<file path="config.mk">
export PLATFORM = sky130hd
export DESIGN_NAME = irq_seq_ctrl
export DESIGN_NICKNAME = d
export VERILOG_FILES = /design/src/rtl/isc_pkg.sv /design/src/rtl/isc_req_capture.sv /design/src/rtl/isc_halt_ctrl.sv /design/src/rtl/isc_vec_fetch.sv /design/src/rtl/irq_seq_ctrl.sv
export SDC_FILE = /design/constraint.sdc
export NUM_CORES = 1
export LEC_CHECK = 0
export BUFFER_PORTS_ARGS = -buffer_cell sky130_fd_sc_hd__buf_4
export CORE_MARGIN = 3
export CORE_UTILIZATION = 56
export CTS_CLUSTER_SIZE = 14
export DETAILED_ROUTE_END_ITERATION = 10
export PLACE_DENSITY = 0.93
export SLEW_MARGIN = 20
export SYNTH_ARGS = -nofsm -noshare
export SYNTH_HDL_FRONTEND = slang
export SYNTH_SLANG_ARGS = --single-unit
</file>
<file path="constraint.sdc">
create_clock -name clk -period 4.7 [get_ports clk]
set_input_delay 0.235 -clock clk [delete_from_list [all_inputs] [get_ports clk]]
set_output_delay 0.235 -clock clk [all_outputs]
set_load 0.05 [all_outputs]
</file>
<file path="src/rtl/isc_pkg.sv">
package isc_pkg;
  typedef enum logic [1:0] {
    SEQ_FETCH = 2'd0,
    SEQ_RESET = 2'd1,
    SEQ_NMI   = 2'd2,
    SEQ_IRQ   = 2'd3
  } seq_e;

  typedef enum logic [1:0] {
    HALT_RUN  = 2'd0,
    HALT_WAIT = 2'd1,
    HALT_STOP = 2'd2
  } halt_e;

  typedef enum logic [1:0] {
    VP_IDLE = 2'd0,
    VP_LO   = 2'd1,
    VP_HI   = 2'd2
  } vphase_e;
endpackage

</file>
<file path="src/rtl/isc_req_capture.sv">
module isc_req_capture (
  input  logic clk,
  input  logic rst,
  input  logic nmi_i,
  input  logic irq_i,
  input  logic irq_mask_i,
  input  logic pwr_on_i,
  input  logic rst_line_i,
  input  logic nmi_clr_i,
  input  logic pwr_clr_i,
  output logic nmi_pend_o,
  output logic irq_pend_o,
  output logic rst_req_o
);
  logic nmi_q;
  logic irq_hist;
  logic pwr_pend;

  always_ff @(posedge clk) begin
    if (rst) begin
      nmi_q      <= nmi_i;
      nmi_pend_o <= 1'b0;
      irq_hist   <= 1'b0;
      irq_pend_o <= 1'b0;
      pwr_pend   <= 1'b0;
    end else begin
      nmi_q      <= nmi_i;
      nmi_pend_o <= (nmi_pend_o & ~nmi_clr_i) | (nmi_i & ~nmi_q);
      irq_hist   <= irq_i & ~irq_mask_i;
      irq_pend_o <= irq_hist;
      pwr_pend   <= (pwr_pend & ~pwr_clr_i) | pwr_on_i;
    end
  end

  always_comb rst_req_o = rst_line_i | pwr_pend;

  AST_NMI_EDGE_ONLY: assert property (@(posedge clk) disable iff (rst)
    $rose(nmi_pend_o) |-> ($past(nmi_i) && !$past(nmi_q)));

  AST_IRQ_TWO_CYCLE: assert property (@(posedge clk) disable iff (rst)
    irq_pend_o |-> $past(irq_i && !irq_mask_i, 2));
endmodule

</file>
<file path="src/rtl/isc_halt_ctrl.sv">
module isc_halt_ctrl
  import isc_pkg::*;
(
  input  logic  clk,
  input  logic  rst,
  input  logic  stp_i,
  input  logic  wai_i,
  input  logic  accept_i,
  input  logic  wake_stop_i,
  input  logic  wake_wait_i,
  output halt_e state_o,
  output logic  wake_o
);
  always_comb
    wake_o = ((state_o == HALT_STOP) && wake_stop_i) ||
             ((state_o == HALT_WAIT) && wake_wait_i);

  always_ff @(posedge clk) begin
    if (rst) begin
      state_o <= HALT_RUN;
    end else begin
      case (state_o)
        HALT_RUN: begin
          if (accept_i && stp_i)      state_o <= HALT_STOP;
          else if (accept_i && wai_i) state_o <= HALT_WAIT;
        end
        HALT_WAIT: if (wake_wait_i) state_o <= HALT_RUN;
        HALT_STOP: if (wake_stop_i) state_o <= HALT_RUN;
        default:   state_o <= HALT_RUN;
      endcase
    end
  end

  AST_STOP_HOLDS: assert property (@(posedge clk) disable iff (rst)
    (state_o == HALT_STOP && !wake_stop_i) |=> (state_o == HALT_STOP));

  AST_WAIT_HOLDS: assert property (@(posedge clk) disable iff (rst)
    (state_o == HALT_WAIT && !wake_wait_i) |=> (state_o == HALT_WAIT));
endmodule

</file>
<file path="src/rtl/isc_vec_fetch.sv">
module isc_vec_fetch
  import isc_pkg::*;
#(
  parameter int ADDR_W = 16
) (
  input  logic              clk,
  input  logic              rst,
  input  logic              start_i,
  input  logic [ADDR_W-1:0] base_i,
  output logic              rd_o,
  output logic [ADDR_W-1:0] addr_o,
  output logic              done_o,
  output logic              busy_o
);
  localparam logic [ADDR_W-1:0] ONE = {{(ADDR_W-1){1'b0}}, 1'b1};

  vphase_e phase;

  always_ff @(posedge clk) begin
    if (rst) begin
      phase  <= VP_IDLE;
      addr_o <= '0;
      done_o <= 1'b0;
    end else begin
      done_o <= 1'b0;
      case (phase)
        VP_IDLE: if (start_i) begin
          phase  <= VP_LO;
          addr_o <= base_i;
        end
        VP_LO: begin
          phase  <= VP_HI;
          addr_o <= addr_o + ONE;
        end
        VP_HI: begin
          phase  <= VP_IDLE;
          done_o <= 1'b1;
        end
        default: phase <= VP_IDLE;
      endcase
    end
  end

  always_comb begin
    rd_o   = (phase != VP_IDLE);
    busy_o = (phase != VP_IDLE);
  end

  AST_HI_FOLLOWS_LO: assert property (@(posedge clk) disable iff (rst)
    (phase == VP_HI) |-> ($past(phase) == VP_LO && addr_o == $past(addr_o) + ONE));

  AST_DONE_AFTER_HI: assert property (@(posedge clk) disable iff (rst)
    done_o |-> ($past(phase) == VP_HI && !rd_o));
endmodule

</file>
<file path="src/rtl/irq_seq_ctrl.sv">
module irq_seq_ctrl
  import isc_pkg::*;
#(
  parameter int ADDR_W = 16,
  parameter logic [ADDR_W-1:0] VEC_RESET = 16'hFFFC,
  parameter logic [ADDR_W-1:0] VEC_NMI   = 16'hFFFA,
  parameter logic [ADDR_W-1:0] VEC_IRQ   = 16'hFFFE
) (
  input  logic              clk,
  input  logic              rst,
  input  logic              rst_line_i,
  input  logic              pwr_on_i,
  input  logic              nmi_i,
  input  logic              irq_i,
  input  logic              irq_mask_i,
  input  logic              boundary_i,
  input  logic              brk_vec_i,
  input  logic              cmos_i,
  input  logic              wai_req_i,
  input  logic              stp_req_i,
  output logic              seq_valid_o,
  output logic [1:0]        seq_sel_o,
  output logic              vec_rd_o,
  output logic [ADDR_W-1:0] vec_addr_o,
  output logic              vec_done_o,
  output logic              set_imask_o,
  output logic              clr_dec_o,
  output logic [1:0]        halt_o
);
  logic nmi_pend, irq_pend, rst_req;
  logic nmi_clr, pwr_clr;
  logic busy, wake;
  halt_e halt_st;
  logic running, decide, irq_now, brk_go, brk_take, vec_start;
  seq_e sel_c;
  logic [ADDR_W-1:0] vec_base;

  isc_req_capture u_req (
    .clk(clk), .rst(rst), .nmi_i(nmi_i), .irq_i(irq_i), .irq_mask_i(irq_mask_i),
    .pwr_on_i(pwr_on_i), .rst_line_i(rst_line_i), .nmi_clr_i(nmi_clr),
    .pwr_clr_i(pwr_clr), .nmi_pend_o(nmi_pend), .irq_pend_o(irq_pend),
    .rst_req_o(rst_req)
  );

  isc_halt_ctrl u_halt (
    .clk(clk), .rst(rst), .stp_i(stp_req_i), .wai_i(wai_req_i),
    .accept_i(!busy), .wake_stop_i(rst_req),
    .wake_wait_i(nmi_pend || irq_i), .state_o(halt_st), .wake_o(wake)
  );

  always_comb begin
    running  = (halt_st == HALT_RUN);
    decide   = (running && boundary_i && !busy) || wake;
    irq_now  = irq_pend || ((halt_st == HALT_WAIT) && irq_i && !irq_mask_i);
    if (rst_req)       sel_c = SEQ_RESET;
    else if (nmi_pend) sel_c = SEQ_NMI;
    else if (irq_now)  sel_c = SEQ_IRQ;
    else               sel_c = SEQ_FETCH;
    brk_go   = running && !busy && brk_vec_i && !decide;
    brk_take = brk_go && !cmos_i && nmi_pend;
    nmi_clr  = (decide && sel_c == SEQ_NMI) || brk_take;
    pwr_clr  = decide && sel_c == SEQ_RESET;
    vec_start = (decide && sel_c != SEQ_FETCH) || brk_go;
    if (decide) begin
      case (sel_c)
        SEQ_RESET: vec_base = VEC_RESET;
        SEQ_NMI:   vec_base = VEC_NMI;
        default:   vec_base = VEC_IRQ;
      endcase
    end else begin
      vec_base = brk_take ? VEC_NMI : VEC_IRQ;
    end
  end

  isc_vec_fetch #(.ADDR_W(ADDR_W)) u_vec (
    .clk(clk), .rst(rst), .start_i(vec_start), .base_i(vec_base),
    .rd_o(vec_rd_o), .addr_o(vec_addr_o), .done_o(vec_done_o), .busy_o(busy)
  );

  always_ff @(posedge clk) begin
    if (rst) begin
      seq_valid_o <= 1'b0;
      seq_sel_o   <= SEQ_FETCH;
      set_imask_o <= 1'b0;
      clr_dec_o   <= 1'b0;
    end else begin
      seq_valid_o <= decide;
      if (decide) seq_sel_o <= sel_c;
      set_imask_o <= (decide && sel_c == SEQ_IRQ) || brk_go;
      clr_dec_o   <= cmos_i && vec_start;
    end
  end

  always_comb halt_o = halt_st;

  AST_NMI_BELOW_RESET: assert property (@(posedge clk) disable iff (rst)
    (seq_valid_o && seq_sel_o == SEQ_NMI) |-> $past(!rst_req));

  AST_STOP_SILENT: assert property (@(posedge clk) disable iff (rst)
    (halt_st == HALT_STOP && !rst_req) |=> !seq_valid_o);

  AST_IMASK_WITH_READ: assert property (@(posedge clk) disable iff (rst)
    set_imask_o |-> vec_rd_o);

  AST_NO_DECIDE_BUSY: assert property (@(posedge clk) disable iff (rst)
    (busy && running) |=> !seq_valid_o);
endmodule

</file>
Word-level counts from Yosys, hierarchy flattened
Index checks and enable logic that the tools add are counted.

Bits in registers: 31. Input bits: 12. Logic and storage cells: 88.

Bitwise gates (word level): 11. Add/subtract/negate cells: 1. Reduce and logical (&&, ||, !) cells: 36. Equality and inequality tests: 11. Muxes and demuxes: 16.

Operators by type and width (count): 2-to-1 mux 16 bit (2); case mux 16 bit (2 select lines) (1); logical AND 1 bit (18); adder 16 x 1 -> 16 bit (second input constant) (1); 2-to-1 mux 2 bit (8); == test 2 bit (second input constant) (4); logical OR 1 bit (7); == test 2 x 1 -> 1 bit (second input constant) (3); case mux 2 bit (3 select lines) (1); case mux 3 bit (2 select lines) (1); nonzero test 2 bit (3); bitwise AND 1 bit (4); zero test 1 bit (4); zero test 2 bit (2); inequality test 2 x 1 -> 1 bit (second input constant) (2); inverter 1 bit (4); case mux 2 bit (2 select lines) (1); 2-to-1 mux 3 bit (1); inequality test 3 x 1 -> 1 bit (second input constant) (1); OR 1 bit (3); AND reduction 3 bit (1); inequality test 2 bit (second input constant) (1); AND reduction 2 bit (1); 2-to-1 mux 1 bit (1).

Depth between registers and ports, before layout
Depth in word-level cells: 13. Gate-level depth with buffers: 8.

Modules after synthesis
A second synthesis with hierarchy kept.

Cell total of the unflattened synthesis: 207. Area total of the unflattened synthesis: 1702.9 um2.

By module, submodules not included: isc_vec_fetch (area each 1123.6 um2, times used 1, sequential area each 380.4 um2, cells an instance 143); irq_seq_ctrl (area each 324.1 um2, times used 1, sequential area each 100.1 um2, cells an instance 39); isc_req_capture (area each 152.6 um2, times used 1, sequential area each 100.1 um2, cells an instance 14); isc_halt_ctrl (area each 102.6 um2, times used 1, sequential area each 40.0 um2, cells an instance 11).

Worst setup path before layout
Ideal clock, no wire load.

Kind: flip-flop to flip-flop. From: reg u_vec.addr_o[1]. To: reg u_vec.addr_o[10]. Data arrival time: 1.962 ns. Cell stages (with the launch flop): 7. Data required time: 4.614 ns. Path slack: 2.652 ns. Period minus slack after synthesis: 2.048 ns. Buffers on the path: 0. Cell sequence: dfxtp_1 ha_1 nand2_1 nor3_2 nand3_1 mux2_2 a211oi_1.

Word-level cells in the longest chain between the ends: 2.

Ends and longest elaborated chain: start: declaration (line isc_vec_fetch.sv:11) `output logic [ADDR_W-1:0] addr_o,`; start signal: assignment (line isc_vec_fetch.sv:29) `addr_o <= base_i;`; start signal: assignment (line isc_vec_fetch.sv:33) `addr_o <= addr_o + ONE;`; adder 16 x 1 -> 16 bit (line isc_vec_fetch.sv:33); case mux 16 bit (2 select lines) (line isc_vec_fetch.sv:26) `case (phase)`.

No other way between the ends. A chain may end at the register's enable or synchronous reset.

Worst setup path in the final report
From: reg u_vec.phase[0]. To: reg u_vec.addr_o[3].

Word-level cells in the longest chain between the ends: 9. Elaborated cells between the ends (all ways): 16. Those cells by class: eq/ne: 2; mux: 1; reduce/logical: 13.

Ends and longest elaborated chain: start: declaration (line isc_vec_fetch.sv:17) `vphase_e phase;`; start signal: assignment (line isc_vec_fetch.sv:21) `phase <= VP_IDLE;`; start signal: assignment (line isc_vec_fetch.sv:28) `phase <= VP_LO;`; start signal: assignment (line isc_vec_fetch.sv:32) `phase <= VP_HI;`; nonzero test 2 bit (line isc_vec_fetch.sv:46) `busy_o = (phase != VP_IDLE);`; zero test 1 bit (line irq_seq_ctrl.sv:53, irq_seq_ctrl.sv:59); logical AND 1 bit (line irq_seq_ctrl.sv:53) `decide = (running && boundary_i && !busy) || wake;`; logical OR 1 bit (line irq_seq_ctrl.sv:53); zero test 1 bit (line irq_seq_ctrl.sv:59) `brk_go = running && !busy && brk_vec_i && !decide;`; logical AND 1 bit (line irq_seq_ctrl.sv:59); logical OR 1 bit (line irq_seq_ctrl.sv:63) `vec_start = (decide && sel_c != SEQ_FETCH) || brk_go;`; inequality test 2 bit (no line); AND reduction 2 bit (no line).

Parallel ways exist; a longest one is shown, timed or not.

==> impl_metrics.py <==
metrics = {
    "clock_network": {
        "cts_root_buf": "clkbuf_4",
        "clk_pin_slew_ns": 0.10,
        "clock-sinks": 31,
        "h-tree-depth": 2,
        "post-cts-setup-buffer-count": 0,
        "clockBufferDepth": 2,
        "cts_made_buffers": 5,
        "cts_tree": "yes",
        "worstSkewPairLatency_ns": 0.34,
    },
    "logic_synthesis": {
        "synth-edff-count": 0,
        "synth_cells": 176,
        "synth_top_cell_by_area": "dfxtp_1",
        "synthDominantCellAreaShare": 0.413,
        "netlist_area_um2": 1500,
        "netlist_top_cells_area": "dfxtp_1 (41%), a21oi_1 (6.0%), nor2_1 (5.5%), o21ai_0 (3.7%), nand2_1 (3.5%)",
        "ys_types": 44,
        "synth-seq-cells": 31,
        "ys_warn_count": 0,
        "synth_seq_area_share": 0.413,
        "synth_area_per_cell_um2": 8.54,
        "synth_ff_type": "dfxtp_1",
        "post-synth-top-count-cell": "dfxtp_1",
        "synth_commonest_cells": "dfxtp_1 (31), nor2_1 (22), a21oi_1 (18)",
        "synth_fp_nets": 189,
        "async_flop_share": 0,
    },
    "routing": {
        "drtIter0Drc": 61,
        "ant_nets": 0,
        "highest_layer": "met4",
        "vias_per_cell": 5.91,
        "wl_met2_um": 1840,
        "firstDrtPassIters": 4,
        "vias": 1431,
        "wl_met3_um": 197,
        "routedWlPerCell_um": 14.8,
        "routed_wl_um": 3580,
        "m1WireLength_um": 1480,
        "drc": 0,
    },
    "timing": {
        "setup_violations": 0,
        "worstMarginPinSlew_ns": 0.585,
        "maxSlewViolCount": 0,
        "fin_skew_ns": 0.0112,
        "fmax_mhz": 475,
        "post-route-min-period_ns": 2.10,
        "slew-limit-headroom": 0.610,
        "post-route-period-util": 0.448,
        "hold_viol_final": 0,
        "fin_setup_tns_ns": 0,
        "grt_setup_unrepaired": "false",
    },
    "floorplanning": {
        "dieArea_um2": 3340,
        "num_rows": 18,
        "initial_core_util": 0.596,
        "pin_count": 37,
        "die_height_um": 57.8,
        "die_w_um": 57.8,
        "coreArea_um2": 2520,
    },
    "power": {
        "power.internal_w": 0.000505,
        "total_power_w": 0.000907,
        "p_seq_frac": 0.406,
        "power_density_nw_per_um2": 495,
        "combPwrFrac": 0.420,
        "p_clk_frac": 0.175,
        "p_leak_nw": 0.741,
        "power_switching_w": 0.000402,
        "swShare": 0.444,
        "ir_drop_uv": 393,
    },
    "finish": {
        "seq_area_um2": 621,
        "finalCoreUtilization": 0.726,
        "multi_input_area_um2": 826,
        "antenna_cells": 0,
        "synthToLayoutAreaGrowth_pct": 21.9,
        "layout.nets": 225,
        "n_fill_cell": 205,
        "drive_above_1_share": 0.292,
    },
    "global_route": {
        "grt_max_degree": 30,
        "grt_antenna_before_repair": 0,
        "grt_remaining_overflow": 0,
        "track_usage": 0.224,
        "grt_pass1_wl_um": 5720,
        "first_global_vias": 1263,
    },
    "critical_path": {
        "path_class": "register to register",
        "end_kind": "register",
        "crit_family": "compound AO/OA/AOI/OAI gates",
        "crit_path_start_kind": "register",
        "worst-path-max-fanout": 18,
        "worstPathRequired_ns": 4.95,
        "crit_slowest_cell": "dfxtp_1",
        "slowest_delay_ns": 0.51,
        "cp.arrival_ns": 2.35,
        "crit_buf_inv": 0,
        "crit_path_cell_trace": "nor4_2, and2_2, o2bb2ai_2, a21oi_4, a21oi_1, a311oi_1",
    },
    "place": {
        "hpwlAfterDp_um": 2480,
        "io_buffers": 36,
        "gp_congestion": 0.820,
    },
    "run": {
        "maxCapViolCount": 0,
    },
    "min_path": {
        "hold_path_class": "input port to register",
    },
    "status": {
        "status": "finished, final reports clean",
    },
}
## timing repair
action | 4_1_cts | 5_1_grt
resized for setup | 0 | 0
hold buffers | 1 | 0
hold endpoints to repair | 1 | 0
## worst paths after layout
kind / startpoint / cells after the start / endpoint / slack (ns)
worst max-delay path: u_vec.phase[0] / 6 / u_vec.addr_o[3] / 2.60
worst min-delay path: irq_mask_i / 2 / u_req.irq_hist / 0.07
worst max register to register: u_vec.phase[0] / 6 / u_vec.addr_o[3] / 2.60
worst min register to register: u_req.irq_hist / 1 / u_req.irq_pend_o / 0.46
## through the flow
step	setup slack, ns	std cells	cell area, um2	hold slack, ns
floorplan	2.65	176	1500	0.263
global placement	2.78	234	1770	0.346
detailed placement	2.66	234	1770	0.351
CTS	2.61	242	1830	0.0542
global route	2.41	242	1830	0.0538
finish	2.60	242	1830	0.0677
## cell type report
| type | count | area share |
|---|---|---|
| Multi-Input combinational cell | 134 | 0.451 |
| Sequential cell | 31 | 0.339 |
| Timing Repair Buffer | 37 | 0.153 |
| Clock buffer | 6 | 0.0280 |
| Tap cell | 30 | 0.0205 |
| Inverter | 3 | 0.00615 |
| Clock inverter | 1 | 0.00273 |
## cells by family after synthesis
logic type                 synth area share
adders and majority gates           0.00833
buffers and inverters                0.0375
and+or+nand+nor                       0.307
AOI/OAI and AO/OA                     0.198
muxes                                0.0358
DFF                                   0.413
## layer usage
| metal | track usage | vias up |
|---|---|---|
| met4 | 0.0894 | 0 |
| met2 | 0.384 | 44 |
| met3 | 0.0735 | 6 |
| li1 | - | 713 |
| met5 | 0 | - |
| met1 | 0.257 | 668 |
## power groups by stage
stage	logic (W)	clock network [W]	registers [W]
after floorplan	0.000162	0	0.000489
after global placement	0.000369	0	0.000367
after detailed placement	0.000379	0	0.000372
after CTS	0.000382	0.000162	0.000367
after global routing	0.000403	0.000174	0.000376
final	0.000381	0.000158	0.000368
## cells in the final DEF, fill, tap and decap left out, types with 3 or more instances in the layout
master,Yosys,final
a21oi_1,18,18
buf_4,0,36
clkbuf_4,0,5
dfxtp_1,31,31
inv_1,3,3
mux2_2,3,3
nand2_1,14,14
nand2b_1,4,4
nand3_1,8,8
nor2_1,22,22
nor2_2,3,3
nor2b_1,3,3
nor3_1,7,7
nor3_2,3,3
o21ai_0,11,11
## sequential cells by signal, summed over array words and instances, names as in the netlist
register,cells
u_req.irq_pend_o,1
seq_valid_o,1
u_req.nmi_q,1
u_vec.addr_o,16
seq_sel_o,2
u_halt.state_o,2
u_vec.phase,2
set_imask_o,1
u_req.nmi_pend_o,1
u_vec.done_o,1
clr_dec_o,1
u_req.pwr_pend,1
u_req.irq_hist,1
(Power assumes the default switching activity.)
